**src/rtl/tgl_poll_pkg.sv**
```systemverilog
package tgl_poll_pkg;

    typedef enum logic [1:0] {
        ST_IDLE,
        ST_RD_FIRST,
        ST_RD_SECOND,
        ST_RST_CMD
    } poll_state_e;

    typedef enum logic [1:0] {
        VERD_MORE,
        VERD_CONFIRM,
        VERD_PASS,
        VERD_FAIL
    } verdict_e;

    // Observation of one completed read pair
    typedef struct packed {
        logic moved;   // watched bit differs from first read
        logic tout;    // timeout flag of the second read
    } pair_obs_t;

    // Decide what follows a completed pair
    function automatic verdict_e judge_pair(
        input pair_obs_t obs,
        input logic      confirming,
        input logic      wd_last
    );
        verdict_e v;
        if (!obs.moved)
            v = VERD_PASS;
        else if (confirming)
            v = VERD_FAIL;
        else if (obs.tout)
            v = VERD_CONFIRM;
        else if (wd_last)
            v = VERD_FAIL;
        else
            v = VERD_MORE;
        return v;
    endfunction

endpackage

```
**src/rtl/tgl_poll_cmp.sv**
```systemverilog
module tgl_poll_cmp
    import tgl_poll_pkg::*;
#(
    parameter int DATA_W    = 8,
    parameter int WATCH_BIT = 6,
    parameter int TOUT_BIT  = 5
) (
    input  logic              clk,
    input  logic              rst,
    input  logic              cap_first,
    input  logic [DATA_W-1:0] rd_data,
    output pair_obs_t         obs
);

    logic first_q;

    always_ff @(posedge clk) begin
        if (rst)
            first_q <= 1'b0;
        else if (cap_first)
            first_q <= rd_data[WATCH_BIT];
    end

    assign obs.moved = rd_data[WATCH_BIT] ^ first_q;
    assign obs.tout  = rd_data[TOUT_BIT];

    // Remaining status bits carry no meaning for the poll
    logic unused_bits;
    assign unused_bits = ^rd_data;

endmodule

```
**src/rtl/tgl_poll_wdog.sv**
```systemverilog
module tgl_poll_wdog #(
    parameter int MAX_PAIRS = 16
) (
    input  logic clk,
    input  logic rst,
    input  logic clr,
    input  logic inc,
    output logic last_pair
);

    localparam int CW = (MAX_PAIRS > 1) ? $clog2(MAX_PAIRS) : 1;

    generate
        if (MAX_PAIRS == 0) begin : g_off
            assign last_pair = 1'b0;
            logic unused_wd;
            assign unused_wd = clk ^ rst ^ clr ^ inc;
        end else begin : g_on
            logic [CW-1:0] cnt;

            always_ff @(posedge clk) begin
                if (rst || clr)
                    cnt <= '0;
                else if (inc)
                    cnt <= cnt + 1'b1;
            end

            assign last_pair = (cnt == CW'(MAX_PAIRS - 1));

            // the plain-pair count never reaches the limit
            a_r8_count_bounded: assert property (@(posedge clk) disable iff (rst)
                ({1'b0, cnt} < (CW+1)'(MAX_PAIRS)));
        end
    endgenerate

endmodule

```
**src/rtl/tgl_poll_fsm.sv**
```systemverilog
module tgl_poll_fsm
    import tgl_poll_pkg::*;
(
    input  logic      clk,
    input  logic      rst,
    input  logic      start,
    input  logic      rd_valid,
    input  logic      rst_cmd_ack,
    input  pair_obs_t obs,
    input  logic      wd_last,
    output logic      rd_req,
    output logic      cap_first,
    output logic      wd_clr,
    output logic      wd_inc,
    output logic      rst_cmd_req,
    output logic      done,
    output logic      pass,
    output logic      fail
);

    poll_state_e state;
    logic        confirming;
    verdict_e    verdict;

    assign verdict     = judge_pair(obs, confirming, wd_last);
    assign rd_req      = (state == ST_RD_FIRST) || (state == ST_RD_SECOND);
    assign rst_cmd_req = (state == ST_RST_CMD);
    assign cap_first   = (state == ST_RD_FIRST) && rd_valid;
    assign wd_clr      = (state == ST_IDLE) && start;
    assign wd_inc      = (state == ST_RD_SECOND) && rd_valid && (verdict == VERD_MORE);

    always_ff @(posedge clk) begin
        if (rst) begin
            state      <= ST_IDLE;
            confirming <= 1'b0;
            done       <= 1'b0;
            pass       <= 1'b0;
            fail       <= 1'b0;
        end else begin
            done <= 1'b0;
            pass <= 1'b0;
            fail <= 1'b0;
            unique case (state)
                ST_IDLE: begin
                    if (start) begin
                        state      <= ST_RD_FIRST;
                        confirming <= 1'b0;
                    end
                end
                ST_RD_FIRST: begin
                    if (rd_valid)
                        state <= ST_RD_SECOND;
                end
                ST_RD_SECOND: begin
                    if (rd_valid) begin
                        unique case (verdict)
                            VERD_PASS: begin
                                state <= ST_IDLE;
                                done  <= 1'b1;
                                pass  <= 1'b1;
                            end
                            VERD_FAIL: state <= ST_RST_CMD;
                            VERD_CONFIRM: begin
                                confirming <= 1'b1;
                                state      <= ST_RD_FIRST;
                            end
                            default: state <= ST_RD_FIRST;
                        endcase
                    end
                end
                default: begin
                    if (rst_cmd_ack) begin
                        state <= ST_IDLE;
                        done  <= 1'b1;
                        fail  <= 1'b1;
                    end
                end
            endcase
        end
    end

    // a start taken in idle leads to a read request
    a_r1_start_reads: assert property (@(posedge clk) disable iff (rst)
        (!rd_req && !rst_cmd_req && start) |=> rd_req);

    // a passing result stops further reads
    a_r2_no_read_after_pass: assert property (@(posedge clk) disable iff (rst)
        pass |-> !rd_req);

    // the reset-command request holds until acknowledged
    a_r6_hold_cmd_req: assert property (@(posedge clk) disable iff (rst)
        (rst_cmd_req && !rst_cmd_ack) |=> rst_cmd_req);

    // a failure only follows an acknowledged request
    a_r6_fail_after_ack: assert property (@(posedge clk) disable iff (rst)
        fail |-> $past(rst_cmd_req && rst_cmd_ack));

    // one result flag with each strobe
    a_r7_done_exclusive: assert property (@(posedge clk) disable iff (rst)
        done |-> (pass != fail));

    // result flags only with the strobe
    a_r7_flags_with_done: assert property (@(posedge clk) disable iff (rst)
        (pass || fail) |-> done);

    // strobe lasts one cycle
    a_r7_done_single: assert property (@(posedge clk) disable iff (rst)
        done |=> !done);

    // reset leaves all requests and results low
    a_r10_quiet_after_reset: assert property (@(posedge clk)
        rst |=> (!rd_req && !rst_cmd_req && !done && !pass && !fail));

endmodule

```
**src/rtl/tgl_poll_ctrl.sv**
```systemverilog
module tgl_poll_ctrl
    import tgl_poll_pkg::*;
#(
    parameter int DATA_W    = 8,
    parameter int WATCH_BIT = 6,
    parameter int TOUT_BIT  = 5,
    parameter int MAX_PAIRS = 16
) (
    input  logic              clk,
    input  logic              rst,
    input  logic              start,
    output logic              rd_req,
    input  logic              rd_valid,
    input  logic [DATA_W-1:0] rd_data,
    output logic              rst_cmd_req,
    input  logic              rst_cmd_ack,
    output logic              done,
    output logic              pass,
    output logic              fail
);

    pair_obs_t obs;
    logic      cap_first;
    logic      wd_clr;
    logic      wd_inc;
    logic      wd_last;

    tgl_poll_cmp #(
        .DATA_W    (DATA_W),
        .WATCH_BIT (WATCH_BIT),
        .TOUT_BIT  (TOUT_BIT)
    ) u_cmp (
        .clk       (clk),
        .rst       (rst),
        .cap_first (cap_first),
        .rd_data   (rd_data),
        .obs       (obs)
    );

    tgl_poll_wdog #(
        .MAX_PAIRS (MAX_PAIRS)
    ) u_wdog (
        .clk       (clk),
        .rst       (rst),
        .clr       (wd_clr),
        .inc       (wd_inc),
        .last_pair (wd_last)
    );

    tgl_poll_fsm u_fsm (
        .clk         (clk),
        .rst         (rst),
        .start       (start),
        .rd_valid    (rd_valid),
        .rst_cmd_ack (rst_cmd_ack),
        .obs         (obs),
        .wd_last     (wd_last),
        .rd_req      (rd_req),
        .cap_first   (cap_first),
        .wd_clr      (wd_clr),
        .wd_inc      (wd_inc),
        .rst_cmd_req (rst_cmd_req),
        .done        (done),
        .pass        (pass),
        .fail        (fail)
    );

endmodule

```
**config.mk**
```make
export PLATFORM = sky130hd
export DESIGN_NAME = tgl_poll_ctrl
export DESIGN_NICKNAME = d
export VERILOG_FILES = /design/src/rtl/tgl_poll_pkg.sv /design/src/rtl/tgl_poll_cmp.sv /design/src/rtl/tgl_poll_wdog.sv /design/src/rtl/tgl_poll_fsm.sv /design/src/rtl/tgl_poll_ctrl.sv
export SDC_FILE = /design/constraint.sdc
export NUM_CORES = 1
export LEC_CHECK = 0
export ABC_CLOCK_PERIOD_IN_PS = 6500
export BUFFER_PORTS_ARGS = -buffer_cell sky130_fd_sc_hd__buf_2
export CORE_AREA = 2 2 39 41
export DETAILED_ROUTE_END_ITERATION = 8
export DIE_AREA = 0 0 41 43
export GPL_ROUTABILITY_DRIVEN = 0
export PLACE_DENSITY = 0.78
export SYNTH_ARGS = -nofsm -noshare
export SYNTH_HDL_FRONTEND = slang
export SYNTH_HIERARCHICAL = 1
export SYNTH_SLANG_ARGS = --single-unit
export TNS_END_PERCENT = 20
```
**constraint.sdc**
```tcl
create_clock -name clk -period 6.5 [get_ports clk]
set_input_delay 1.3 -clock clk [delete_from_list [all_inputs] [get_ports clk]]
set_output_delay 1.3 -clock clk [all_outputs]
set_load 0.02 [all_outputs]
```
Word-level counts from Yosys, hierarchy flattened
Cells that the tools add are included.
{"block": "word_totals", "register_bits": 11, "in_bits": 13, "out_inout_bits": 5}
{"block": "classes", "add_sub_neg": 1, "n_eq_ne": 11, "mux": 18, "n_bitwise": 2, "n_reduce_logical": 15}
{"operator": "2-bit two-way mux", "count": 8}
{"operator": "2-bit == test (second input constant)", "count": 4}
{"operator": "2-bit inequality test (second input constant)", "count": 4}
{"operator": "4-bit AND reduction", "count": 2}
{"operator": "1-bit two-way mux", "count": 6}
{"operator": "2-bit case mux with 3 select lines", "count": 1}
{"operator": "4-bit by 1-bit adder with 4-bit output (second input constant)", "count": 1}
{"operator": "2-bit by 1-bit == test with 1-bit output (second input constant)", "count": 2}
{"operator": "4-bit == test (second input constant)", "count": 1}
{"operator": "1-bit logical AND", "count": 4}
{"operator": "2-bit logical NOT", "count": 2}
{"operator": "1-bit case mux with 2 select lines", "count": 2}
{"operator": "2-bit case mux with 2 select lines", "count": 1}
{"operator": "4-bit nonzero test", "count": 1}
{"operator": "2-bit OR reduction", "count": 2}
{"operator": "4-bit OR reduction", "count": 1}
{"operator": "1-bit logical OR", "count": 2}
{"operator": "2-bit nonzero test", "count": 1}
{"operator": "1-bit NOT", "count": 1}
{"operator": "1-bit XOR", "count": 1}

Depth between registers and ports, before layout
Gate-level depths: netlist (run 1).
{"block": "logic_depth", "depth_word": 9, "ltp_mapped": 6, "ltp_nobuf": 6}

By module
Netlist (run 1), hierarchy kept.
{"module": "tgl_poll_fsm", "n_inst": 1, "cells_each": 42, "area_each_um2": 374.1}
{"module": "tgl_poll_wdog", "n_inst": 1, "cells_each": 18, "area_each_um2": 193.9}
{"module": "tgl_poll_cmp", "n_inst": 1, "cells_each": 5, "area_each_um2": 50.0}

Worst setup path after synthesis (run 1)
OpenSTA, ideal clock, no wires.
{"block": "synth_path", "path_type": "input to register", "start": "input port rd_data[6]", "end": "register u_wdog.g_on.cnt[3]", "arrival_ns": 2.752, "t_required_ns": 6.379, "slack_ns": 3.626, "stages": 5, "n_path_buf": 0, "path_cell_list": "xor2_1 nand2b_1 nor4_1 nand4_2 mux2_4"}
{"block": "synth_via", "elab_chain_len": 4}
{"item": "from (decl)", "line_no": "tgl_poll_ctrl.sv:14", "rtl": "input logic [DATA_W-1:0] rd_data,"}
{"item": "1-bit XOR", "line_no": "tgl_poll_cmp.sv:24", "rtl": "assign obs.moved = rd_data[WATCH_BIT] ^ first_q;"}
{"item": "2-bit two-way mux", "line_no": "tgl_poll_pkg.sv:30", "rtl": "if (!obs.moved)"}
{"item": "2-bit logical NOT", "line_no": "tgl_poll_fsm.sv:30", "rtl": "assign wd_inc = (state == ST_RD_SECOND) && rd_valid && (verdict == VERD_MORE);"}
{"item": "1-bit logical AND", "line_no": "tgl_poll_fsm.sv:30"}
{"item": "named net wd_inc", "line_no": "tgl_poll_ctrl.sv:25", "rtl": "logic wd_inc;"}
{"item": "to (signal assigned)", "line_no": "tgl_poll_wdog.sv:25", "rtl": "cnt <= cnt + 1'b1;"}
{"item": "to (decl)", "line_no": "tgl_poll_wdog.sv:19", "rtl": "logic [CW-1:0] cnt;"}
The timed path passes the listed nets, and every way through them passes these cells.
A chain may end at the register's enable or synchronous reset.

==> results.sh, run 1 <==
export IMPL_clk_transition_reported_paths_ns=0.07
export IMPL_grtUsageTotal_pct=17.0
export IMPL_layout_nets=99
export IMPL_setup_worst_path_start_class="input pin"
export IMPL_rsz0062_at_grt="false"
export IMPL_clkLatencyLatePin_ns=0.26
export IMPL_synth_async_reset_ratio_pct=0
export IMPL_grt_start_max_net_pins=12
export IMPL_drt_wirelength_per_cell_um=12.1
export IMPL_timing_critical_path_arrival_ns=3.12
export IMPL_worst_path_required_ns=6.66
export IMPL_core_um2=1380
export IMPL_cts_buffer_depth=2
export IMPL_via_count=510
export IMPL_floorplan_io_pins=18
export IMPL_postSynthAreaPerCell_um2=9.51
export IMPL_timing_critical_path_to_type="flip-flop"
export IMPL_drv_cap=0
export IMPL_regArea_um2=220
export IMPL_power_leakage_nw=0.322
export IMPL_fillers=128
export IMPL_yosys_most_used_dff="dfxtp_1"
export IMPL_via_count_of_the_first_global_routing_pass=494
export IMPL_multiInputGateArea_um2=379
export IMPL_start_util_pct=44.7
export IMPL_power_density_nw_per_um2=336
export IMPL_cts_setup_buffers=0
export IMPL_grt_overflow=0
export IMPL_maxSlewHeadroom_pct=38.7
export IMPL_maxSlewViolCount=0
export IMPL_hp_class="reg2reg"
export IMPL_grt_first_pass_wirelength_mm=2.08
export IMPL_crit_path_class="in2reg"
export IMPL_synth_area_um2=618
export IMPL_die_area_um2=1760
export IMPL_holdBufCountCts=0
export IMPL_min_period_over_period_pct=45.5
export IMPL_drt_pre_antenna_iters=4
export IMPL_portBuffers=11
export IMPL_layout_min_cycle_time_ns=2.96
export IMPL_timing_hold_violations_final=0
export IMPL_drt_vias_per_instance=5.37
export IMPL_cts_root_buffer="clkbuf_4"
export IMPL_detail_route_antenna_nets=0
export IMPL_setup_tns_ns=0
export IMPL_timing_worst_slew_pin_value_ns=0.912
export IMPL_detailedPlacementHpwl_um=865
export IMPL_crit_path_max_fanout=6
export IMPL_core_rowCount=14
export IMPL_synthCells=65
export IMPL_antenna_diode_count=0
export IMPL_antenna_found_initial=0
export IMPL_die_width_um=41
export IMPL_ys_ff_latch=11
export IMPL_fmax_mhz=338
export IMPL_die_height_um=43
export IMPL_tritoncts_num_buffers=3
export IMPL_clock_skew_final_ns=0.000472
export IMPL_clock_tree_htree_level_count=1
export IMPL_final_core_utilization_pct=51.4
export IMPL_yosysSeqAreaShare_pct=35.6
export IMPL_tritoncts_num_sinks=11
export IMPL_synth_warning_count=6
export IMPL_yosys_cell_types_count=31
export IMPL_tritoncts="done"
export IMPL_number_of_enable_type_register_cells_in_the_synthesized_netlist=0
export IMPL_status="finished, final reports clean"
export IMPL_ir_drop_worst_case_vdd_mv=0.172
export IMPL_synth_net_count=84
export IMPL_post_route_cells_drive_above_1_share_pct=22.8
export IMPL_area_delta_synth_final_pct=15.2
export IMPL_drt_drc_violations_left=0
export IMPL_wl_mm=1.15
export IMPL_cts_resized=0
export IMPL_drt_iter0_drc=6
export IMPL_timing_final_setup_violations=0
where the power goes:
part	leakage (nW)	switching [mW]	total [mW]	internal (mW)
clock network	0.0150	0.0230	0.0468	0.0237
registers	0.0893	0.00960	0.0862	0.0766
logic	0.218	0.0601	0.106	0.0459
cell usage after synthesis, types with 2 or more instances:
| cell type | instances | area, um^2 |
|---|---|---|
| a21oi_1 | 4 | 20.0 |
| and2_1 | 2 | 12.5 |
| dfxtp_1 | 11 | 220 |
| ha_1 | 6 | 75.1 |
| inv_1 | 3 | 11.3 |
| mux2_4 | 2 | 30.0 |
| mux2i_1 | 2 | 20.0 |
| nand2_1 | 4 | 15.0 |
| nand2b_1 | 2 | 12.5 |
| nor2_1 | 4 | 15.0 |
| nor3_1 | 4 | 20.0 |
| nor4_1 | 2 | 12.5 |
layout by cell type, fill, tap and decap left out, drive strengths merged:
cell type | synthesis | final
nand2b | 2 | 2
nand4 | 1 | 1
nand3b | 1 | 1
clkbuf | 0 | 4
nand2 | 4 | 4
or2b | 1 | 1
inv | 3 | 3
o2111ai | 1 | 1
dfxtp | 11 | 11
o21bai | 1 | 1
xor2 | 1 | 1
or3 | 1 | 1
a21oi | 4 | 4
or4 | 1 | 1
xnor2 | 1 | 1
nor2 | 4 | 4
and2 | 2 | 2
a31oi | 1 | 1
a41oi | 1 | 1
and3 | 2 | 2
nor3 | 4 | 4
nor4 | 2 | 2
a311oi | 1 | 1
mux2i | 2 | 2
mux2 | 2 | 2
nor2b | 1 | 1
buf | 1 | 11
nor3b | 1 | 1
a21bo | 1 | 1
or2 | 1 | 1
ha | 6 | 6
kinds of logic after synthesis:
| kind of cell | after synthesis | synth area share, % |
|---|---|---|
| mux | 4 | 8.10 |
| simple gates | 28 | 26.9 |
| compound gates | 10 | 11.3 |
| fa+ha+maj | 6 | 12.1 |
| flops | 11 | 35.6 |
| buf+inv | 4 | 3.04 |
| xor+xnor | 2 | 2.83 |
sequential cells by signal, indices dropped and copies added, names as in the netlist:
signal,flops
u_fsm/done,1
u_wdog/g_on.cnt,4
u_fsm/pass,1
u_fsm/state,2
u_cmp/first_q,1
u_fsm/fail,1
u_fsm/confirming,1
through the flow:
stage	area, um^2	hold WS (ns)	total power [mW]	cells	setup slack [ns]
after floorplan	618	0.481	0.171	65	3.63
after CTS	712	0.536	0.241	95	3.56
final	712	0.533	0.239	95	3.54
after detailed placement	686	0.513	0.193	91	3.26
after global placement	686	0.494	0.190	91	3.30
after global routing	712	0.579	0.258	95	3.30
worst paths after layout:
| path | slack (ns) | end | cells past startpoint | start |
|---|---|---|---|---|
| min reg2reg | 0.53 | u_cmp/first_q | 2 | u_cmp/first_q |
| max reg2reg | 4.17 | u_wdog/g_on.cnt[3] | 6 | u_fsm/state[0] |
| min | 0.53 | u_cmp/first_q | 2 | u_cmp/first_q |
| max | 3.54 | u_wdog/g_on.cnt[3] | 6 | rd_data[6] |
layout make-up:
cell class                      instances  share of cell area (%)
Clock buffer                            4                    3.69
Timing Repair Buffer                   11                    7.73
Tap cell                               16                    2.81
Inverter                                3                    1.58
Multi-Input combinational cell         50                    53.3
Sequential cell                        11                    30.9
metal layers:
| metal | part of all wire, % | routed length, um | global-route usage [%] |
|---|---|---|---|
| met4 | 1.2 | 14 | 8.00 |
| met3 | 6.6 | 76 | 5.24 |
| met5 | 0 | 0 | 0 |
| met1 | 51 | 585 | 24.2 |
| met2 | 41 | 469 | 22.5 |
worst max-delay path: stages:
cell      delay (ns)
buf_2           0.11
xor2_1          0.39
nand2b_1        0.09
nor4_1          0.70
nand4_2         0.18
mux2_4          0.34
Note: power is estimated with default switching activity, not from simulation.
==> run 2, diff against run 1 <==
--- a/config.mk
+++ b/config.mk
@@ -5,7 +5,7 @@
 export SDC_FILE = /design/constraint.sdc
 export NUM_CORES = 1
 export LEC_CHECK = 0
-export ABC_CLOCK_PERIOD_IN_PS = 6500
+export ABC_CLOCK_PERIOD_IN_PS = 3100
 export BUFFER_PORTS_ARGS = -buffer_cell sky130_fd_sc_hd__buf_2
 export CORE_AREA = 2 2 39 41
 export DETAILED_ROUTE_END_ITERATION = 8
==> constraint.sdc (replaced) <==
create_clock -name clk -period 3.1 [get_ports clk]
set_input_delay 0.62 -clock clk [delete_from_list [all_inputs] [get_ports clk]]
set_output_delay 0.62 -clock clk [all_outputs]
set_load 0.02 [all_outputs]
==> run 2 against run 1 <==
Against the previous run: sequential power up 110%; global-route usage down 0.30 points; first-iteration DRC count did not move; non-clock buffer count increased by 1; clock skew rose by 0.0047 ns; setup slack lost 2.5 ns; critical endpoint is now u_fsm/state[0]; largest cell class unchanged; highest routed layer is now met3.
==> results.sh, run 2 (same netlist as run 1, synthesis figures left out) <==
export IMPL_crit_path_max_fanout=8
export IMPL_min_period_over_period_pct=65.9
export IMPL_rsz0062_at_grt="false"
export IMPL_hold_path_endpoint="u_cmp/first_q"
export IMPL_clkLatencyLatePin_ns=0.26
export IMPL_layout_min_cycle_time_ns=2.04
export IMPL_hp_class="reg2reg"
export IMPL_die_area_um2=1760
export IMPL_detailedPlacementHpwl_um=899
export IMPL_reg_top3="u_wdog/g_on.cnt x4, u_fsm/state x2"
export IMPL_detail_route_antenna_nets=0
export IMPL_antenna_diode_count=0
export IMPL_maxSlewHeadroom_pct=72.6
export IMPL_power_leakage_nw=0.327
export IMPL_drv_cap=0
export IMPL_core_rowCount=14
export IMPL_drt_wirelength_per_cell_um=12.1
export IMPL_crit_path_class="reg2reg"
export IMPL_die_width_um=41
export IMPL_finalInstanceArea_um2=719
export IMPL_setup_tns_ns=0
export IMPL_timing_critical_path_max_delay_family="simple AND/OR/NAND/NOR gates"
export IMPL_grtUsageTotal_pct=16.7
export IMPL_drt_iter0_drc=6
export IMPL_floorplan_io_pins=18
export IMPL_die_height_um=43
export IMPL_dp_cells=92
export IMPL_cts_resized=0
export IMPL_drt_drc_violations_left=0
export IMPL_via_count_of_the_first_global_routing_pass=511
export IMPL_setup_worst_path_start_class="flip-flop"
export IMPL_cts_buffer_depth=2
export IMPL_status="finished, final reports clean"
export IMPL_tritoncts_num_buffers=3
export IMPL_reg2reg_to="u_fsm/state[0]"
export IMPL_layout_nets=100
export IMPL_antenna_found_initial=0
export IMPL_postPlaceCellArea_um2=693
export IMPL_largest_register="u_wdog/g_on.cnt"
export IMPL_hold_depth=2
export IMPL_slowest_stage="or4_1"
export IMPL_finish_cell_count_without_fillers=96
export IMPL_tritoncts="done"
export IMPL_rr_startpoint="u_fsm/state[0]"
export IMPL_grt_start_max_net_pins=12
export IMPL_clock_skew_final_ns=0.00516
export IMPL_clk_transition_reported_paths_ns=0.07
export IMPL_fillers=118
export IMPL_grt_first_pass_wirelength_mm=2.01
export IMPL_clock_tree_htree_level_count=1
export IMPL_r2r_slack_ns=1.06
export IMPL_holdBufCountCts=0
export IMPL_cp_cell_sequence="inv_1 -> ha_1 -> or4_1 -> and3_4 -> mux2_4"
export IMPL_cp_depth=5
export IMPL_largest_register_ffs=4
export IMPL_timing_critical_path_arrival_ns=2.20
export IMPL_cts_root_buffer="clkbuf_4"
export IMPL_tritoncts_num_sinks=11
export IMPL_start_util_pct=44.7
export IMPL_area_delta_synth_final_pct=16.4
export IMPL_timing_hold_violations_final=0
export IMPL_portBuffers=11
export IMPL_drt_pre_antenna_iters=4
export IMPL_most_frequent_cells_in_the_layout="buf_2 (11), dfxtp_1 (11), ha_1 (6)"
export IMPL_grt_overflow=0
export IMPL_maxSlewViolCount=0
export IMPL_drt_vias_per_instance=5.34
export IMPL_timing_critical_path_to_type="flip-flop"
export IMPL_timing_worst_slew_pin_value_ns=0.410
export IMPL_ir_drop_worst_case_vdd_mv=0.281
export IMPL_worst_path_required_ns=3.26
export IMPL_worstHoldStart="u_cmp/first_q"
export IMPL_via_count=513
export IMPL_core_um2=1380
export IMPL_worst_path_buf_inv=1
export IMPL_final_core_utilization_pct=52.0
export IMPL_worst_r2r_cell_count=5
export IMPL_cts_setup_buffers=0
export IMPL_power_density_nw_per_um2=699
export IMPL_timing_critical_path_slowest_cell_delay_ns=0.59
export IMPL_timing_final_setup_violations=0
export IMPL_fmax_mhz=489
export IMPL_wl_mm=1.17
export IMPL_post_route_cells_drive_above_1_share_pct=23.8
run 2: area by class of cell:
class                   instances  area (um^2)  area share (%)
clock buffers                   4         26.3            3.65
inverters                       3         11.3            1.57
multi-input cells              50          379            52.7
flip-flops and latches         11          220            30.6
well taps                      16         20.0            2.78
repair buffers                 12         62.6            8.70
run 2: worst max path at each step:
| stage | startpoint | to | slack [ns] |
|---|---|---|---|
| floorplan | rd_data[6] | u_wdog/g_on.cnt[3] | 0.91 |
| global placement | rd_data[6] | u_wdog/g_on.cnt[3] | 1.03 |
| detailed placement | rd_data[6] | u_wdog/g_on.cnt[3] | 0.95 |
| CTS | u_fsm/state[0] | u_fsm/state[0] | 1.05 |
| global route | u_fsm/state[0] | u_fsm/state[0] | 0.97 |
| finish | u_fsm/state[0] | u_fsm/state[0] | 1.06 |
run 2: worst reg2reg max path, cell delays in order, from the launching register on:
cell	delay [ns]
dfxtp_1	0.42
inv_1	0.12
ha_1	0.31
or4_1	0.59
and3_4	0.22
mux2_4	0.28
run 2: per-stage QoR:
step	power (mW)	hold WS [ns]	setup WS, ns
floorplan	0.358	0.481	0.906
global placement	0.399	0.495	1.03
detailed placement	0.405	0.509	0.954
CTS	0.506	0.528	1.05
global route	0.539	0.556	0.973
finish	0.503	0.527	1.06
run 2: layer usage:
| metal | share of wire (%) | vias up | wire (um) | GRT usage, % |
|---|---|---|---|---|
| met5 | 0 | - | 0 | 0 |
| met4 | 0 | 0 | 0 | 6.00 |
| met3 | 5.4 | 0 | 63 | 4.71 |
| met2 | 48 | 17 | 555 | 26.9 |
| met1 | 47 | 233 | 545 | 20.0 |
| li1 | - | 263 | - | - |
run 2: power breakdown:
group | internal [mW] | switching [mW] | total, mW | leakage [nW]
combinational | 0.0974 | 0.129 | 0.226 | 0.223
clock | 0.0497 | 0.0465 | 0.0962 | 0.0150
sequential | 0.161 | 0.0198 | 0.180 | 0.0893
total | 0.308 | 0.195 | 0.503 | 0.327
==> run 3, diff against run 2 <==
--- a/config.mk
+++ b/config.mk
@@ -5,7 +5,7 @@
 export SDC_FILE = /design/constraint.sdc
 export NUM_CORES = 1
 export LEC_CHECK = 0
-export ABC_CLOCK_PERIOD_IN_PS = 3100
+export ABC_CLOCK_PERIOD_IN_PS = 2100
 export BUFFER_PORTS_ARGS = -buffer_cell sky130_fd_sc_hd__buf_2
 export CORE_AREA = 2 2 39 41
 export DETAILED_ROUTE_END_ITERATION = 8
==> constraint.sdc (replaced) <==
create_clock -name clk -period 2.1 [get_ports clk]
set_input_delay 0.42 -clock clk [delete_from_list [all_inputs] [get_ports clk]]
set_output_delay 0.42 -clock clk [all_outputs]
set_load 0.02 [all_outputs]
==> run 3 against run 2 <==
Against the previous run: fmax rose by 8.1%; hold slack worse by 0.14 ns; wire length down 1.2%; core utilization increased by 1.1 points; count of clock-buffer cells in the layout unchanged; design area grew 2.1%; global-route usage is 0.20 points higher; via count grew 3.7%; clock skew is 0.0013 ns higher; sequential share of layout area fell by 0.63 points; critical path type unchanged.
==> results.sh, run 3 (same netlist as run 1, synthesis figures left out) <==
export IMPL_detail_route_antenna_nets=0
export IMPL_status="finished, final reports clean"
export IMPL_hp_class="in2reg"
export IMPL_grt_start_max_net_pins=12
export IMPL_maxSlewViolCount=0
export IMPL_post_route_cells_drive_above_1_share_pct=25.6
export IMPL_fillers=127
export IMPL_final_setup_worst_slack_ns=0.210
export IMPL_core_um2=1380
export IMPL_floorplan_io_pins=18
export IMPL_most_frequent_cells_in_the_layout="buf_2 (11), dfxtp_1 (11), ha_1 (6)"
export IMPL_min_period_over_period_pct=90.0
export IMPL_largest_register="u_wdog/g_on.cnt"
export IMPL_core_rowCount=14
export IMPL_start_util_pct=44.7
export IMPL_clock_skew_final_ns=0.00643
export IMPL_drt_vias_per_instance=5.43
export IMPL_ir_drop_worst_case_vdd_mv=0.423
export IMPL_hold_path_endpoint="u_fsm/fail"
export IMPL_drt_drc_violations_left=0
export IMPL_reg_top3="u_wdog/g_on.cnt x4, u_fsm/state x2"
export IMPL_final_core_utilization_pct=53.1
export IMPL_setup_tns_ns=0
export IMPL_die_width_um=41
export IMPL_cts_setup_buffers=0
export IMPL_largest_register_ffs=4
export IMPL_reg2reg_to="u_fsm/state[0]"
export IMPL_worst_r2r_cell_count=5
export IMPL_met1_usage_pct=22.6
export IMPL_regArea_um2=220
export IMPL_place_ws_ns=0.160
export IMPL_die_height_um=43
export IMPL_detailedPlacementHpwl_um=913
export IMPL_clock_tree_htree_level_count=1
export IMPL_drt_wirelength_per_cell_um=11.7
export IMPL_cts_buffer_depth=2
export IMPL_clkLatencyLatePin_ns=0.27
export IMPL_tritoncts_num_sinks=11
export IMPL_timing_critical_path_to_type="flip-flop"
export IMPL_grtUsageTotal_pct=16.9
export IMPL_grt_busiest_layer="met2"
export IMPL_cts_resized=0
export IMPL_portBuffers=11
export IMPL_layout_min_cycle_time_ns=1.89
export IMPL_clk_transition_reported_paths_ns=0.07
export IMPL_drv_cap=0
export IMPL_multiInputGateArea_um2=379
export IMPL_die_area_um2=1760
export IMPL_worst_path_required_ns=2.26
export IMPL_rr_startpoint="u_fsm/state[1]"
export IMPL_power_leakage_nw=0.338
export IMPL_via_count_of_the_first_global_routing_pass=502
export IMPL_wl_mm=1.15
export IMPL_rsz0062_at_grt="false"
export IMPL_timing_worst_slew_pin_value_ns=0.452
export IMPL_global_route_usage_met3_pct=4.71
export IMPL_antenna_diode_count=0
export IMPL_cts_root_buffer="clkbuf_4"
export IMPL_crit_path_class="reg2reg"
export IMPL_drt_iter0_drc=9
export IMPL_drt_pre_antenna_iters=4
export IMPL_worstHoldStart="rst_cmd_ack"
export IMPL_holdBufCountCts=0
export IMPL_r2r_slack_ns=0.21
export IMPL_power_density_nw_per_um2=1040
export IMPL_hold_depth=2
export IMPL_grt_first_pass_wirelength_mm=2.02
export IMPL_fmax_mhz=529
export IMPL_timing_hold_violations_final=0
export IMPL_layout_nets=102
export IMPL_timing_critical_path_arrival_ns=2.05
export IMPL_tritoncts="done"
export IMPL_antenna_found_initial=0
export IMPL_setup_worst_path_start_class="flip-flop"
export IMPL_grt_overflow=0
export IMPL_timing_final_setup_violations=0
export IMPL_area_delta_synth_final_pct=18.8
export IMPL_tritoncts_num_buffers=3
export IMPL_crit_path_max_fanout=5
export IMPL_maxSlewHeadroom_pct=69.6
export IMPL_via_count=532
export IMPL_global_route_usage_met2_pct=24.1
[run 3: layout make-up]
class                   instances  area share, %
clock buffers                   4           3.58
multi-input cells              50           51.6
flip-flops and latches         11           30.0
inverters                       3           1.53
repair buffers                 14           10.6
well taps                      16           2.73
[run 3: worst max-delay path by stage]
stage	depth (start not counted)	endpoint	slack, ns	from
floorplan	6	u_wdog/g_on.cnt[3]	0.05	u_fsm/state[0]
global placement	6	u_wdog/g_on.cnt[3]	0.21	rd_data[6]
detailed placement	6	u_wdog/g_on.cnt[3]	0.16	rd_data[6]
CTS	5	u_fsm/state[0]	0.23	u_fsm/state[1]
global route	6	u_wdog/g_on.cnt[3]	0.11	u_fsm/state[0]
finish	5	u_fsm/state[0]	0.21	u_fsm/state[1]
[run 3: power breakdown]
part	leakage (nW)	internal [mW]	total (mW)	switching, mW
Combinational	0.234	0.161	0.364	0.202
Sequential	0.0893	0.237	0.260	0.0230
Clock	0.0150	0.0735	0.142	0.0687
[run 3: worst max-delay path, stage by stage, from the launching register on]
cell and delay (ns):
dfxtp_1 0.43, inv_1 0.11, ha_1 0.24, or4_1 0.51, and3_4 0.22, mux2_4 0.29
[run 3: metal layers]
layer | vias up | wire length (um)
met5 | - | 0
li1 | 267 | -
met4 | 0 | 11
met2 | 30 | 501
met1 | 233 | 530
met3 | 2 | 107
[run 3: metrics by stage]
| step | power [mW] | std cells | area (um^2) | hold slack, ns |
|---|---|---|---|---|
| global placement | 0.610 | 94 | 708 | 0.496 |
| CTS | 0.768 | 98 | 734 | 0.380 |
| floorplan | 0.529 | 65 | 618 | 0.481 |
| detailed placement | 0.623 | 94 | 708 | 0.512 |
| global route | 0.818 | 98 | 734 | 0.376 |
| finish | 0.766 | 98 | 734 | 0.382 |
